`config.mk`:
```
export PLATFORM = sky130hd
export DESIGN_NAME = flit_deframer
export DESIGN_NICKNAME = d
export VERILOG_FILES = /design/src/rtl/tokfmt_pkg.sv /design/src/rtl/fd_classify.sv /design/src/rtl/fd_collect.sv /design/src/rtl/flit_deframer.sv
export SDC_FILE = /design/constraint.sdc
export NUM_CORES = 1
export LEC_CHECK = 0
export ABC_AREA = 1
export CELL_PAD_IN_SITES_DETAIL_PLACEMENT = 1
export CELL_PAD_IN_SITES_GLOBAL_PLACEMENT = 1
export CORE_MARGIN = 3
export CORE_UTILIZATION = 37
export DETAILED_ROUTE_END_ITERATION = 7
export GPL_TIMING_DRIVEN = 0
export HOLD_SLACK_MARGIN = 0.05
export PLACE_DENSITY_LB_ADDON = 0.1
export REMOVE_ABC_BUFFERS = 1
export SLEW_MARGIN = 30
export SYNTH_ARGS = -nofsm -noshare
export SYNTH_HDL_FRONTEND = slang
export SYNTH_HIERARCHICAL = 1
export SYNTH_SLANG_ARGS = --single-unit
```
`constraint.sdc`:
```
create_clock -name clk -period 8.1 [get_ports clk]
set_input_delay 1.62 -clock clk [delete_from_list [all_inputs] [get_ports clk]]
set_output_delay 1.62 -clock clk [all_outputs]
set_load 0.005 [all_outputs]
```
`src/rtl/tokfmt_pkg.sv`:
```
package tokfmt_pkg;
  localparam int FLIT_W    = 16;
  localparam int DATA_W    = 24;
  localparam int OFF_W     = 7;
  localparam int CTX_W     = 4;
  localparam int MAX_FLITS = 3;
  localparam int CNT_W     = $clog2(MAX_FLITS + 1);
  localparam int MS_ADDR_W = CTX_W + 5;

  typedef enum logic [2:0] {
    K_SM  = 3'd0,
    K_DYW = 3'd1,
    K_MON = 3'd2,
    K_DYN = 3'd3,
    K_IRW = 3'd4,
    K_MIN = 3'd5,
    K_BAD = 3'd7
  } kind_e;

  typedef struct packed {
    kind_e             kind;
    logic              err;
    logic [1:0]        pe;
    logic [OFF_W-1:0]  offset;
    logic [CTX_W-1:0]  ctx;
    logic              port;
    logic [1:0]        gen;
    logic [DATA_W-1:0] data;
    logic [CNT_W-1:0]  len;
  } tok_t;
endpackage

```
`src/rtl/fd_classify.sv`:
```
// Combinational decode of a (possibly partial) token from its held flits.
module fd_classify
  import tokfmt_pkg::*;
(
  input  logic [FLIT_W-1:0] head,
  input  logic [FLIT_W-1:0] f1,
  input  logic [FLIT_W-1:0] f2,
  output tok_t              tok
);
  logic unused_f2_low;
  assign unused_f2_low = ^f2[7:0];

  always_comb begin
    tok      = '0;
    tok.kind = K_BAD;
    tok.len  = CNT_W'(1);
    if (head[15]) begin
      tok.kind = K_SM;
      tok.len  = CNT_W'(2);
      tok.data = {8'h00, f1};
    end else if (!head[14]) begin
      tok.kind   = K_DYW;
      tok.len    = CNT_W'(2);
      tok.pe     = head[13:12];
      tok.offset = {2'b00, head[11:7]};
      tok.ctx    = head[6:3];
      tok.port   = head[2];
      tok.gen    = head[1:0];
      tok.data   = {8'h00, f1};
    end else if (!head[13]) begin
      tok.kind   = K_MON;
      tok.len    = CNT_W'(2);
      tok.pe     = head[12:11];
      tok.offset = head[10:4];
      tok.ctx    = head[3:0];
      tok.data   = {8'h00, f1};
    end else begin
      tok.pe = head[12:11];
      unique case (head[10:9])
        2'b00: begin
          tok.kind   = K_DYN;
          tok.len    = CNT_W'(2);
          tok.offset = {2'b00, head[8:4]};
          tok.ctx    = head[3:0];
          tok.data   = {16'h0000, f1[15:8]};
          tok.port   = f1[7];
          tok.gen    = f1[6:5];
        end
        2'b01: begin
          tok.kind   = K_IRW;
          tok.offset = head[8:2];
          tok.len    = head[0] ? CNT_W'(3) : CNT_W'(2);
          tok.data   = head[0] ? {f2[15:8], f1} : {8'h00, f1};
        end
        2'b10: begin
          tok.kind   = K_MIN;
          tok.offset = {3'b000, head[8:5]};
          tok.ctx    = head[4:1];
        end
        default: begin
          tok.kind = K_BAD;
          tok.err  = 1'b1;
        end
      endcase
    end
  end
endmodule

```
`src/rtl/fd_collect.sv`:
```
// Flit slots, fill counter and the two handshakes.
module fd_collect #(
  parameter int W     = 16,
  parameter int SLOTS = 3,
  localparam int CW   = $clog2(SLOTS + 1)
) (
  input  logic                    clk,
  input  logic                    rst_n,
  input  logic                    in_valid,
  input  logic [W-1:0]            in_flit,
  output logic                    in_ready,
  input  logic [CW-1:0]           need,
  input  logic                    out_ready,
  output logic                    full,
  output logic                    busy,
  output logic [SLOTS-1:0][W-1:0] slots
);
  logic [CW-1:0] cnt_q, cnt_d, base;
  logic          accept, pop;
  logic [W-1:0]  slot_q [SLOTS];

  assign busy     = (cnt_q != '0);
  assign full     = busy && (cnt_q == need);
  assign pop      = full && out_ready;
  assign in_ready = !full || out_ready;
  assign accept   = in_valid && in_ready;

  always_comb begin
    base  = pop ? '0 : cnt_q;
    cnt_d = base;
    if (accept) cnt_d = base + CW'(1);
  end

  always_ff @(posedge clk or negedge rst_n) begin
    if (!rst_n) cnt_q <= '0;
    else        cnt_q <= cnt_d;
  end

  for (genvar i = 0; i < SLOTS; i++) begin : g_slot
    always_ff @(posedge clk) begin
      if (accept && (base == CW'(i))) slot_q[i] <= in_flit;
    end
    assign slots[i] = slot_q[i];
  end
endmodule

```
`src/rtl/flit_deframer.sv`:
```
module flit_deframer
  import tokfmt_pkg::*;
(
  input  logic                 clk,
  input  logic                 rst_n,
  input  logic                 in_valid,
  input  logic [FLIT_W-1:0]    in_flit,
  output logic                 in_ready,
  output logic                 out_valid,
  input  logic                 out_ready,
  output logic [2:0]           out_kind,
  output logic                 out_err,
  output logic [FLIT_W-1:0]    out_head,
  output logic [1:0]           out_pe,
  output logic [OFF_W-1:0]     out_offset,
  output logic [CTX_W-1:0]     out_ctx,
  output logic                 out_port,
  output logic [1:0]           out_gen,
  output logic [DATA_W-1:0]    out_data,
  output logic                 ms_addr_valid,
  output logic [MS_ADDR_W-1:0] ms_addr
);
  logic [MAX_FLITS-1:0][FLIT_W-1:0] slots;
  logic full, busy;
  tok_t tok;

  fd_collect #(.W(FLIT_W), .SLOTS(MAX_FLITS)) u_collect (
    .clk       (clk),
    .rst_n     (rst_n),
    .in_valid  (in_valid),
    .in_flit   (in_flit),
    .in_ready  (in_ready),
    .need      (tok.len),
    .out_ready (out_ready),
    .full      (full),
    .busy      (busy),
    .slots     (slots)
  );

  fd_classify u_classify (
    .head (slots[0]),
    .f1   (slots[1]),
    .f2   (slots[2]),
    .tok  (tok)
  );

  assign out_valid     = full;
  assign out_kind      = tok.kind;
  assign out_err       = tok.err;
  assign out_head      = slots[0];
  assign out_pe        = tok.pe;
  assign out_offset    = tok.offset;
  assign out_ctx       = tok.ctx;
  assign out_port      = tok.port;
  assign out_gen       = tok.gen;
  assign out_data      = tok.data;
  assign ms_addr_valid = busy && (tok.kind == K_DYW);
  assign ms_addr       = {tok.ctx, tok.offset[4:0]};
endmodule

```
* Yosys cells after proc, flatten, opt, wreduce, memory -nomap -nowiden
Memories as Yosys holds them, arrays and structs flattened.
Cells that the tools add are included.
** Storage, ports and cells
- Register bits :: 2
- Memory bits (writable) :: 48
- Bits of input ports :: 20
- Output and inout bits :: 72
- Logic and storage cells :: 57
- Memories kept :: 1
** Memories
- u_collect.slot_q :: words 3, bits a word 16, rd ports 3, clocked after memory_dff 0, write ports 1, RTL line fd_collect.sv:20 : logic [W-1:0] slot_q [SLOTS];
** Cells by class
- Add/sub/neg operators :: 1
- Eq/ne operators :: 6
- Mux-type cells :: 33
- Reductions and logical operators :: 15
** Operators by type and width (number)
- two-way mux 26 bit :: 2
- one-hot mux 26 bit (2 select lines) :: 1
- two-way mux 42 bit :: 1
- two-way mux 16 bit :: 2
- OR reduction 16 bit :: 2
- two-way mux 24 bit :: 1
- one-hot mux 7 bit (3 select lines) :: 1
- two-way mux 17 bit :: 1
- two-way mux 3 bit :: 5
- two-way mux 1 bit :: 12
- two-way mux 11 bit :: 1
- one-hot mux 3 bit (3 select lines) :: 1
- two-way mux 2 bit :: 4
- one-hot mux 4 bit (2 select lines) :: 1
- logical AND 1 bit :: 7
- == test 2 x 1 -> 1 bit, second input constant :: 2
- == test 2 bit, second input constant :: 2
- logical NOT 2 bit :: 2
- == test 3 x 1 -> 1 bit, second input constant :: 1
- OR reduction 3 bit :: 1
- adder 2 x 1 -> 2 bit, second input constant :: 1
- == test 2 bit :: 1
- nonzero test 2 bit :: 1
- logical NOT 1 bit :: 1
- logical OR 1 bit :: 1

* Depth between registers and ports, before layout
An unclocked memory read counts as a cell.
- Word-level depth :: 17
- Depth in mapped cells :: 14
- Depth with buffers taken out :: 13

* Cells and area by module
Netlist, hierarchy kept.
** Modules (own cells, without submodules)
- fd_collect :: times used 1, cells each 82, area an instance 1680.4 µm², sequential area each 1491.4 µm²
- fd_classify :: times used 1, cells each 170, area an instance 884.6 µm², sequential area each 0.0 µm²
- flit_deframer :: times used 1, cells each 14, area an instance 88.8 µm², sequential area each 0.0 µm²

* Least setup slack after synthesis
Ideal clock, no wire load.
- Kind :: input port to output port
- Start point :: in out_ready
- End point :: out in_ready
- Data arrival time :: 1.768 ns
- Data required time :: 6.480 ns
- Setup slack :: 4.712 ns
- Cell stages on the path :: 2
- Buffers on the path :: 0
- Cells stage by stage :: inv_1 -> nand3_2
** Between the ends
- Longest elaborated chain between the ends :: 1
** Ends and longest elaborated chain
- from (decl) :: RTL line flit_deframer.sv:10 : input logic out_ready,
- logical OR 1 bit :: RTL line fd_collect.sv:25 : assign in_ready = !full || out_ready;
- to (decl) :: RTL line flit_deframer.sv:8 : output logic in_ready,
No other way between the ends.

* Final worst setup path
Same ends and word-level chain as after synthesis.

==> impl_metrics.yaml <==
status:
  result_of_the_run: "finished clean"
sta:
  hold_violations: 0
  setup_viol: 0
  finalCriticalPeriod_ns: 4.39
  fin_worst_skew_ns: 0.00809
  max-slew-margin-rel_pct: 41.7
  worst-slew-pin-transition_ns: 0.874
  setup_repair_after_global_routing_missed_its_margin: "no"
  period_utilization_post_route_pct: 54.1
  hold_slack_ns: 0.756
  max_freq_mhz: 228
  timing.final.ws_setup_ns: 3.71
  totalNegativeSetupSlack_ns: 0
  final_number_of_max_transition_violations: 0
clock_tree:
  numCtsBuffers: 5
  clock_tree.buffer_depth: 2
  htreeDepth: 2
  tritoncts_num_sinks: 42
  cts_hold_buffers: 0
  cts_tree: "yes"
  post_cts_setup_buffers: 0
  post_cts.resized_instances: 0
  worst_setup_hold_path_clk_slew_ns: 0.07
  cts-root-buf: "sky130_fd_sc_hd__clkbuf_8"
  worstSkewPairLatency_ns: 0.29
worst_setup_path:
  crit_type: "input port to output port"
  timing.critical_path.arrival_ns: 2.77
  critical-path-top-cell-by-count: "sky130_fd_sc_hd__clkdlybuf4s50_1"
  crit_path_leading_delay_family: "buffers and inverters"
  slowest_delay_ns: 0.50
  cp_data_required_time_ns: 6.48
  path_buf_inv: 3
  cpMaxStageDelayCell: "sky130_fd_sc_hd__clkdlybuf4s50_1"
  crit_path_max_fanout: 2
  timing.critical_path.cells: "clkdlybuf4s50_1 > inv_1 > nand3_2 > clkdlybuf4s50_1"
  cp-end-kind: "output port"
  worstSetupStartpointType: "input port"
routing:
  viasPerCell: 5.04
  wl_per_cell_um: 17.0
  route.final.wire_length_um: 7050
  dr.first_iter.drc_count: 93
  antenna_left: 0
  route.vias.total: 2091
  post-route-drc-count: 0
  first_pass_iters: 4
die:
  boundaryPins: 92
  fp.coreArea_um2: 6130
  die_x_um: 86.8
  die_area_um2: 7530
  initial_core_util_pct: 39.4
  floorplan.die.height_um: 86.8
  placementRows: 28
min_path:
  holdCritPathClass: "flop to flop"
final_layout:
  area.growth.synth_to_final_pct: 40.2
  utilization_after_layout_pct: 55.2
  layout_common_cells: "sky130_fd_sc_hd__clkdlybuf4s50_1, sky130_fd_sc_hd__nand2_1, sky130_fd_sc_hd__edfxtp_1"
  fill_cells: 725
  nNetsFinal: 369
  layout.cells.most_common: "sky130_fd_sc_hd__clkdlybuf4s50_1"
  diodes: 0
  layout-drive-gt1-share_pct: 7.94
run:
  max_cap_violations: 0
pwr:
  power_leakage_nw: 1.33
  peakVddDrop_mv: 0.185
  power.density_cell_area_nw_per_um2: 258
placed_design:
  numPortBuffers: 91
  gp_congestion: 0.800
  post_dp_hpwl_um: 5560
  detailedPlace.worstSlack_ns: 3.71
global_routing:
  grt_start_max_net_pins: 19
  grtUsageTotal_pct: 19.6
  grt_pass1_wl_um: 11200
  first_global_vias: 2145
  grt_overflow: 0
  grt_antenna_before_repair: 0
yosys:
  synth-warning-count: 6
  syn_inst: 258
  syn-mean-instance-area_um2: 9.35
  cell_area_synth_um2: 2410
[per-layer routing]
| metal | track usage [%] | vias up | part of all wire, % |
|---|---|---|---|
| met5 | 0 | - | 0 |
| met4 | 5.95 | 0 | 1.2 |
| met3 | 4.09 | 9 | 5.7 |
| met2 | 33.5 | 80 | 49 |
| met1 | 24.9 | 990 | 44 |
| li1 | - | 1012 | - |
[worst reg2reg max path, delay by kind of cell (launching register included)]
family	cells	cell delay, ns
xor+xnor	1	0.21
buf+inv	3	0.35
simple gates	5	1.21
fa+ha+maj	2	0.61
flops	1	0.53
[state kept, by name, indices dropped and copies added (netlist names)]
register / flops
u_collect/slot_q: 40
u_collect/cnt_q: 2
[power breakdown]
group	switching (mW)	internal (mW)
registers	0.0482	0.298
logic	0.200	0.199
clock network	0.0666	0.0607
[through the flow]
step | cell area [um2] | total power, mW | instances
2_1_floorplan | 2290 | 0.517 | 241
3_3_place_gp | 3290 | 0.739 | 407
3_5_place_dp | 3300 | 0.755 | 407
4_1_cts | 3380 | 0.883 | 415
5_1_grt | 3380 | 0.938 | 415
6_report | 3380 | 0.872 | 415
[area by class of cell]
type                       count  area, um2  area share (%)
sequential                    42       1250            37.0
inverter                      33        126            3.74
clock buffer                   6       72.6            2.14
multi-input combinational    166        915            27.0
timing repair buffer          91        911            26.9
tap                           75       93.8            2.77
clock inverter                 2       13.8           0.407
[path summary, 6_finish.rpt]
check	to	slack, ns	cells after the start	from
min in group asynchronous	u_collect/cnt_q[1]	1.50	1	rst_n
hold / removal	u_collect/cnt_q[0]	0.76	3	u_collect/cnt_q[0]
setup reg to reg	u_collect/slot_q[0][4]	4.81	11	u_collect/slot_q[0][9]
hold reg to reg	u_collect/cnt_q[0]	0.76	3	u_collect/cnt_q[0]
max in group asynchronous	u_collect/cnt_q[0]	6.49	1	rst_n
setup / recovery	in_ready	3.71	4	out_ready
(Power assumes the default switching activity.)
